### src/rtl/alu16.sv
module alu16 (
  input  logic [15:0] insn,
  input  logic [15:0] src_a,
  input  logic [15:0] src_b,
  input  logic [15:0] dst_old,
  output logic [15:0] result,
  output logic        illegal
);
  localparam int W = 16;
  localparam int SHW = $clog2(W);

  localparam logic [4:0] OP_ADD  = 5'h00, OP_SUB  = 5'h01, OP_SLL = 5'h02,
                         OP_SRL  = 5'h03, OP_SRA  = 5'h04, OP_ADDI = 5'h05,
                         OP_LUI  = 5'h06, OP_LLI  = 5'h07, OP_AND = 5'h10,
                         OP_OR   = 5'h11, OP_XOR  = 5'h12, OP_EQ  = 5'h13,
                         OP_GT   = 5'h14, OP_GE   = 5'h15, OP_GTU = 5'h16,
                         OP_GEU  = 5'h17;

  logic [4:0]     opc;
  logic [SHW-1:0] shamt;
  logic [W-1:0]   imm5_x, raw;
  logic           known, rrr_form, malformed;
  logic           lt_s, lt_u, same;

  assign opc    = insn[4:0];
  assign shamt  = src_b[SHW-1:0];
  assign imm5_x = {{(W-5){insn[15]}}, insn[15:11]};
  assign same   = (src_a == src_b);
  assign lt_u   = (src_a < src_b);
  assign lt_s   = ($signed(src_a) < $signed(src_b));

  always_comb begin
    raw      = '0;
    known    = 1'b1;
    rrr_form = 1'b1;
    case (opc)
      OP_ADD:  raw = src_a + src_b;
      OP_SUB:  raw = src_a - src_b;
      OP_SLL:  raw = src_a << shamt;
      OP_SRL:  raw = src_a >> shamt;
      OP_SRA:  raw = W'($signed(src_a) >>> shamt);
      OP_ADDI: begin raw = src_a + imm5_x;           rrr_form = 1'b0; end
      OP_LUI:  begin raw = {insn[15:8], 8'h00};       rrr_form = 1'b0; end
      OP_LLI:  begin raw = {dst_old[15:8], insn[15:8]}; rrr_form = 1'b0; end
      OP_AND:  raw = src_a & src_b;
      OP_OR:   raw = src_a | src_b;
      OP_XOR:  raw = src_a ^ src_b;
      OP_EQ:   raw = W'(same);
      OP_GT:   raw = W'(!lt_s && !same);
      OP_GE:   raw = W'(!lt_s);
      OP_GTU:  raw = W'(!lt_u && !same);
      OP_GEU:  raw = W'(!lt_u);
      default: begin known = 1'b0; rrr_form = 1'b0; end
    endcase
  end

  assign malformed = rrr_form && insn[15];
  assign illegal   = !known || malformed;
  assign result    = illegal ? '0 : raw;
endmodule


### config.mk
export PLATFORM = sky130hd
export DESIGN_NAME = alu16
export DESIGN_NICKNAME = d
export VERILOG_FILES = /design/src/rtl/alu16.sv
export SDC_FILE = /design/constraint.sdc
export NUM_CORES = 1
export LEC_CHECK = 0
export CAP_MARGIN = 20
export CORE_AREA = 3 3 125 91
export DETAILED_ROUTE_END_ITERATION = 8
export DIE_AREA = 0 0 128 94
export DONT_BUFFER_PORTS = 1
export PLACE_DENSITY_LB_ADDON = 0.25
export SLEW_MARGIN = 20
export SYNTH_ARGS = -nofsm -noshare
export SYNTH_HDL_FRONTEND = slang
export SYNTH_SLANG_ARGS = --single-unit
### constraint.sdc
create_clock -name vclk -period 4.6
set_clock_uncertainty 0.1 [all_clocks]
set_input_delay 0.23 -clock vclk [all_inputs]
set_output_delay 0.23 -clock vclk [all_outputs]
set_load 0.01 [all_outputs]
==> results.yml, run 1 <==
synthesis:
  synth_top_family_by_area: "compound AO/OA/AOI/OAI gates"
  synth_top_area_cell: "ha_1"
  synth_warnings: 0
  synthSimpleGateAreaFrac: 0.225
  synthMuxAreaShare: 0.0967
  syn-num-nets: 777
  synthCells: 644
  postSynthAreaPerCell_um2: 6.75
  synth.top_cell.area_share: 0.193
  synth-compound-area-share: 0.358
  netlist_area_um2: 4350
  yosysUniqueCellTypes: 67
  synth-xor-area-share: 0.0322
  synthTopCellsByArea: "ha_1 19%, a21oi_1 8.6%, nor2_1 6.0%, o21ai_0 5.9%, mux4_2 4.7%"
  seq_area_frac_synth: 0
  yosys.area_share.adder: 0.202
floorplan:
  die-width_um: 128
  die_y_um: 94
  die_area_um2: 12000
  start_util: 0.424
  io-pin-count: 81
  coreArea_um2: 10200
  placementRows: 31
hold_path:
  hold_class: "in2out"
global_routing:
  grt.overflow.total: 0
  first_global_vias: 4484
  grt_start_max_net_pins: 47
  track_usage: 0.276
  grt_first_pass_wirelength_um: 26300
  antenna_found_initial: 0
drt:
  routed-via-count: 4886
  first_pass_iters: 5
  routed_wirelength_um: 17100
  drcViolationCount: 0
  drt.antenna.violating_nets: 0
  wl_per_cell_um: 23.1
  routed_via_density: 6.59
  first_iter_violations: 650
final_layout:
  diodes: 0
  seq_cells: 0
  utilization: 0.428
  seq_area_um2: 0
  fillers: 1111
  stdcell_count: 741
  layout.cells.most_common: "a21oi_1"
  final_cell_mix: "75 x a21oi_1, 70 x nor2_1, 67 x ha_1"
  syn2layout_area_growth_pct: 0.806
  nets: 744
  nClkBuffers: 0
  drive_gt1_frac: 0.0657
place:
  gp_congestion: 0.946
  dp.cells: 741
  port_buffers: 0
  hpwl_um: 13200
worst_setup_path:
  path_class: "in2out"
  end_kind: "output port"
  required_ns: 4.27
  cp_max_fo: 8
  start_kind: "input port"
  arrival_ns: 3.59
sta:
  finalHoldViolations: 0
  worst_pin_slew_ns: 0.839
  rsz0062_at_grt: "no"
  drv_slew: 0
  clock.fmax_mhz: 255
  final.min_clock_period_ns: 3.92
  setup_violations: 0
  holdWs_ns: 0.657
  fin_tns_setup_ns: 0
  slew_headroom: 0.441
  period_share: 0.852
power:
  p_leak_nw: 1.88
  ir_drop_v: 0.0000427
  powerDensity_nw_per_um2: 88.6
clock_tree:
  hold_buffers: 0
  post_cts_buffers: 0
  cts.repair.resized: 0
status:
  outcome: "finished clean"
flow_run:
  cap_violations: 0
-- cell usage after synthesis, types with 5 or more instances --
library cell,count
mux2i_1,15
xnor2_1,12
clkbuf_1,22
and3_1,5
o21ai_0,51
nand2b_1,13
a221oi_1,10
ha_1,67
o31ai_1,6
a21o_1,19
or3_1,6
inv_1,50
a22oi_1,12
nor4_1,5
nand2_1,39
buf_2,18
nor3_1,20
a21oi_1,75
a211oi_1,8
nor2_1,70
nand3_1,14
mux2_2,6
a31oi_1,14
o211ai_1,9
mux4_2,9
-- cell families (layout without fill, tap and decap cells) --
kind of cell,Yosys count,count (layout)
AO/OA/AOI/OAI,239,239
AND/OR/NAND/NOR,198,198
buffers and inverters,92,57
adder cells (fa/ha/maj),69,69
multiplexers,30,30
XOR/XNOR,16,16
-- worst max-delay path: stages --
cell	delay (ns)
nor3_2	0.36
nand3_2	0.25
mux2_2	0.28
ha_1	0.16
inv_1	0.06
fa_1	0.44
o21ai_1	0.27
nor3b_1	0.37
o32ai_2	0.19
nor2_1	0.10
o21ai_0	0.08
a2111o_1	0.47
a31oi_1	0.33
-- stage by stage --
step	cell area (um^2)	setup WS (ns)	total power, mW
3_5_place_dp	4380	0.709	0.378
6_report	4380	0.682	0.388
2_1_floorplan	4350	1.08	0.324
3_3_place_gp	4380	0.737	0.373
5_1_grt	4380	0.434	0.427
4_1_cts	4380	0.690	0.381
-- path summary, 6_finish.rpt --
kind,from,to,slack (ns),cells past startpoint
setup / recovery,insn[4],result[12],0.68,13
hold / removal,src_b[3],result[1],0.66,3
-- layer usage --
layer  track usage  up-vias  routed length [um]
li1              -     2310                   -
met2         0.411      272                7190
met3        0.0545       27                2120
met4        0.0592        0                 415
met5             0        -                   0
met1         0.407     2277                7370
-- where the power goes --
part	switching, mW	internal (mW)	leakage [nW]
combinational	0.226	0.162	1.88
sequential	0	0	0
clock	0	0	0
total	0.226	0.162	1.88
-- cell type report --
type	instances	area, um^2	area share
tap	132	165	0.0377
multi-input combinational	552	3980	0.908
inverter	51	191	0.0437
timing repair buffer	6	45.0	0.0103
Note: power is estimated with default switching activity, not from simulation.
==> run 2: changes to the inputs <==
--- a/config.mk
+++ b/config.mk
@@ -10,7 +10,7 @@
 export DETAILED_ROUTE_END_ITERATION = 8
 export DIE_AREA = 0 0 128 94
 export DONT_BUFFER_PORTS = 1
-export PLACE_DENSITY_LB_ADDON = 0.25
+export PLACE_DENSITY = 0.55
 export SLEW_MARGIN = 20
 export SYNTH_ARGS = -nofsm -noshare
 export SYNTH_HDL_FRONTEND = slang
==> results.yml, run 2 (synthesis gave the netlist of run 1 again) <==
status:
  outcome: "finished clean"
worst_setup_path:
  cp_max_fo: 8
  end_kind: "output port"
  required_ns: 4.27
  path_class: "in2out"
  crit_path_cell_trace: "nor3_2, nand3_2, mux2_2, ha_1, inv_1, fa_1, o21ai_1, nor3b_1, o32ai_2, nor2_1, o21ai_0, a2111o_1, a31oi_1"
  start_kind: "input port"
  max_stage_delay_ns: 0.46
  cpMaxStageDelayCell: "a2111o_1"
  arrival_ns: 3.75
drt:
  routed_via_density: 6.69
  drt.antenna.violating_nets: 0
  routed-via-count: 4953
  drcViolationCount: 0
  first_iter_violations: 532
  first_pass_iters: 5
  wl_per_cell_um: 23.2
  routed_wirelength_um: 17200
floorplan:
  io-pin-count: 81
  die_y_um: 94
  placementRows: 31
  die_area_um2: 12000
  die-width_um: 128
  coreArea_um2: 10200
  start_util: 0.424
place:
  hpwl_um: 13400
  port_buffers: 0
  dp_slack_ns: 0.575
  gp_congestion: 0.955
  placed_area_um2: 4380
hold_path:
  hold_depth: 3
  hold_class: "in2out"
clock_tree:
  hold_buffers: 0
  post_cts_buffers: 0
  cts.repair.resized: 0
power:
  seq_power_share: 0
  comb_power_share: 1.000
  p_leak_nw: 1.88
  pwr-share-clk: 0
  ir_drop_v: 0.0000397
  p_sw_mw: 0.228
  powerDensity_nw_per_um2: 89.1
  p_int_mw: 0.162
  swShare: 0.585
final_layout:
  drive_gt1_frac: 0.0641
  seq_area_um2: 0
  syn2layout_area_growth_pct: 0.777
  nets: 743
  seq_cells: 0
  fin_area_um2: 4380
  diodes: 0
  final_cell_mix: "75 x a21oi_1, 70 x nor2_1, 67 x ha_1"
  nClkBuffers: 0
  layout.cells.most_common: "a21oi_1"
sta:
  period_share: 0.887
  finalHoldViolations: 0
  setup_violations: 0
  slew_headroom: 0.329
  final.min_clock_period_ns: 4.08
  fin_tns_setup_ns: 0
  rsz0062_at_grt: "no"
  setup_ws_ns: 0.518
  drv_slew: 0
  worst_pin_slew_ns: 1.00
  clock.fmax_mhz: 245
flow_run:
  cap_violations: 0
global_routing:
  grt_first_pass_wirelength_um: 26600
  antenna_found_initial: 1
  first_global_vias: 4618
  grt.overflow.total: 0
  track_usage: 0.279
  grt_start_max_net_pins: 47
==> run 2: final cells by class <==
class | count | area, um^2
fill | 1092 | 5860
inverter | 51 | 191
multi-input combinational | 552 | 3990
tap | 132 | 165
timing repair buffer | 5 | 37.5
==> run 2: critical path, delay by kind of cell <==
| kind | cells | cell delay, ns |
|---|---|---|
| buffers and inverters | 1 | 0.06 |
| multiplexers | 1 | 0.33 |
| adder cells (fa/ha/maj) | 2 | 0.59 |
| AND/OR/NAND/NOR | 4 | 1.16 |
| AO/OA/AOI/OAI | 5 | 1.38 |
==> run 2: worst paths after layout <==
| check | to | start | slack [ns] |
|---|---|---|---|
| min | result[3] | src_b[3] | 0.65 |
| max | result[12] | insn[4] | 0.52 |
==> run 2: per-layer routing <==
layer	GRT usage	up-vias	wire length, um
met5	0	-	0
met4	0.0654	0	458
met3	0.0443	26	2030
met2	0.404	273	7000
met1	0.425	2351	7710
li1	-	2303	-
==> run 2: power groups by stage <==
stage / clock [mW] / sequential (mW) / combinational [mW]
floorplan: 0 / 0 / 0.324
global placement: 0 / 0 / 0.376
detailed placement: 0 / 0 / 0.381
CTS: 0 / 0 / 0.383
global route: 0 / 0 / 0.431
finish: 0 / 0 / 0.390
==> run 2: through the flow <==
stage / power (mW) / utilization / std cells / hold WS (ns)
2_1_floorplan: 0.324 / - / 644 / 0.605
3_3_place_gp: 0.376 / 0.427 / 740 / 0.632
3_5_place_dp: 0.381 / 0.428 / 740 / 0.630
4_1_cts: 0.383 / 0.428 / 740 / 0.630
5_1_grt: 0.431 / 0.428 / 740 / 0.631
6_report: 0.390 / 0.428 / 740 / 0.652
==> run 3: changes to the inputs <==
--- a/config.mk
+++ b/config.mk
@@ -10,7 +10,9 @@
 export DETAILED_ROUTE_END_ITERATION = 8
 export DIE_AREA = 0 0 128 94
 export DONT_BUFFER_PORTS = 1
+export GPL_ROUTABILITY_DRIVEN = 0
 export PLACE_DENSITY = 0.55
+export REMOVE_ABC_BUFFERS = 1
 export SLEW_MARGIN = 20
 export SYNTH_ARGS = -nofsm -noshare
 export SYNTH_HDL_FRONTEND = slang
==> results.yml, run 3 (synthesis gave the netlist of run 1 again) <==
status:
  outcome: "finished clean"
sta:
  worst_pin_slew_ns: 1.12
  slew_headroom: 0.247
  setup_violations: 0
  rsz0062_at_grt: "no"
  period_share: 0.851
  fin_tns_setup_ns: 0
  finalHoldViolations: 0
  clock.fmax_mhz: 256
  final.min_clock_period_ns: 3.91
  drv_slew: 0
power:
  p_leak_nw: 1.88
  ir_drop_v: 0.0000466
  powerDensity_nw_per_um2: 88.5
worst_setup_path:
  arrival_ns: 3.58
  cpMaxStageDelayCell: "a2111o_1"
  crit_path_cell_trace: "nor3_2, nand3_2, buf_4, mux2_2, inv_1, fa_1, o21ai_1, nor3b_1, o32ai_2, nor2_1, o21ai_0, a2111o_1, a31oi_1"
  max_stage_delay_ns: 0.46
  cp_top_family: "compound AO/OA/AOI/OAI gates"
  cp_max_fo: 16
  path_class: "in2out"
  required_ns: 4.27
  path_buf_inv: 2
  end_kind: "output port"
  start_kind: "input port"
global_routing:
  track_usage: 0.277
  grt.overflow.total: 0
  grt_first_pass_wirelength_um: 26300
  first_global_vias: 4527
  antenna_found_initial: 0
  grt_start_max_net_pins: 47
floorplan:
  coreArea_um2: 10200
  placementRows: 31
  die-width_um: 128
  start_util: 0.424
  io-pin-count: 81
  die_area_um2: 12000
  die_y_um: 94
drt:
  drcViolationCount: 0
  drt.antenna.violating_nets: 0
  routed_wirelength_um: 17100
  routed-via-count: 4918
  first_pass_iters: 5
  first_iter_violations: 572
  routed_via_density: 6.65
  wl_per_cell_um: 23.2
hold_path:
  hold_class: "in2out"
  hold_depth: 3
  hp-start: "src_b[3]"
  holdPathEnd: "result[3]"
final_layout:
  utilization: 0.428
  fillers: 1105
  nClkBuffers: 0
  seq_cells: 0
  seq_area_um2: 0
  final_cell_mix: "75 x a21oi_1, 70 x nor2_1, 67 x ha_1"
  nets: 742
  diodes: 0
  layout.cells.most_common: "a21oi_1"
  drive_gt1_frac: 0.0626
  syn2layout_area_growth_pct: 0.806
  multiInputGateArea_um2: 3990
clock_tree:
  hold_buffers: 0
  post_cts_buffers: 0
  cts.repair.resized: 0
place:
  port_buffers: 0
  hpwl_um: 13200
flow_run:
  cap_violations: 0
-- run 3: cell count changes in the layout (fill, tap and decap cells not counted) --
cell    delta
nor4_2     -1
buf_4      -1
nor4_4     +1
-- run 3: metal layers --
| layer | share of wire | vias up | GRT usage |
|---|---|---|---|
| met4 | 0.015 | 0 | 0.0433 |
| met5 | 0 | - | 0 |
| met1 | 0.44 | 2317 | 0.413 |
| met3 | 0.12 | 16 | 0.0477 |
| met2 | 0.42 | 275 | 0.420 |
| li1 | - | 2310 | - |
-- run 3: area by class of cell --
type / instances / share of cell area
Multi-Input combinational cell: 552 / 0.912
Tap cell: 132 / 0.0377
Inverter: 51 / 0.0437
Timing Repair Buffer: 4 / 0.00686
-- run 3: worst max path at each step --
stage	from	endpoint	slack, ns	cells past startpoint
after floorplan	insn[4]	result[12]	1.12	13
after global placement	insn[4]	result[12]	0.77	13
after detailed placement	insn[4]	result[12]	0.74	13
after CTS	insn[4]	result[12]	0.72	13
after global routing	insn[4]	result[14]	0.48	13
final	insn[4]	result[12]	0.69	13
-- run 3: metrics by stage --
stage	worst slack, ns	std cells	power [mW]	cell area [um^2]	hold WS, ns
finish	0.687	739	0.388	4380	0.617
global route	0.477	739	0.432	4380	0.640
CTS	0.724	739	0.382	4380	0.611
detailed placement	0.743	739	0.379	4380	0.617
global placement	0.767	739	0.375	4370	0.621
floorplan	1.12	603	0.297	4170	0.557
-- run 3: power breakdown --
part           internal (mW)  switching, mW  leakage (nW)  total [mW]
combinational          0.161          0.226          1.88       0.388
sequential                 0              0             0           0
clock                      0              0             0           0
total                  0.161          0.226          1.88       0.388
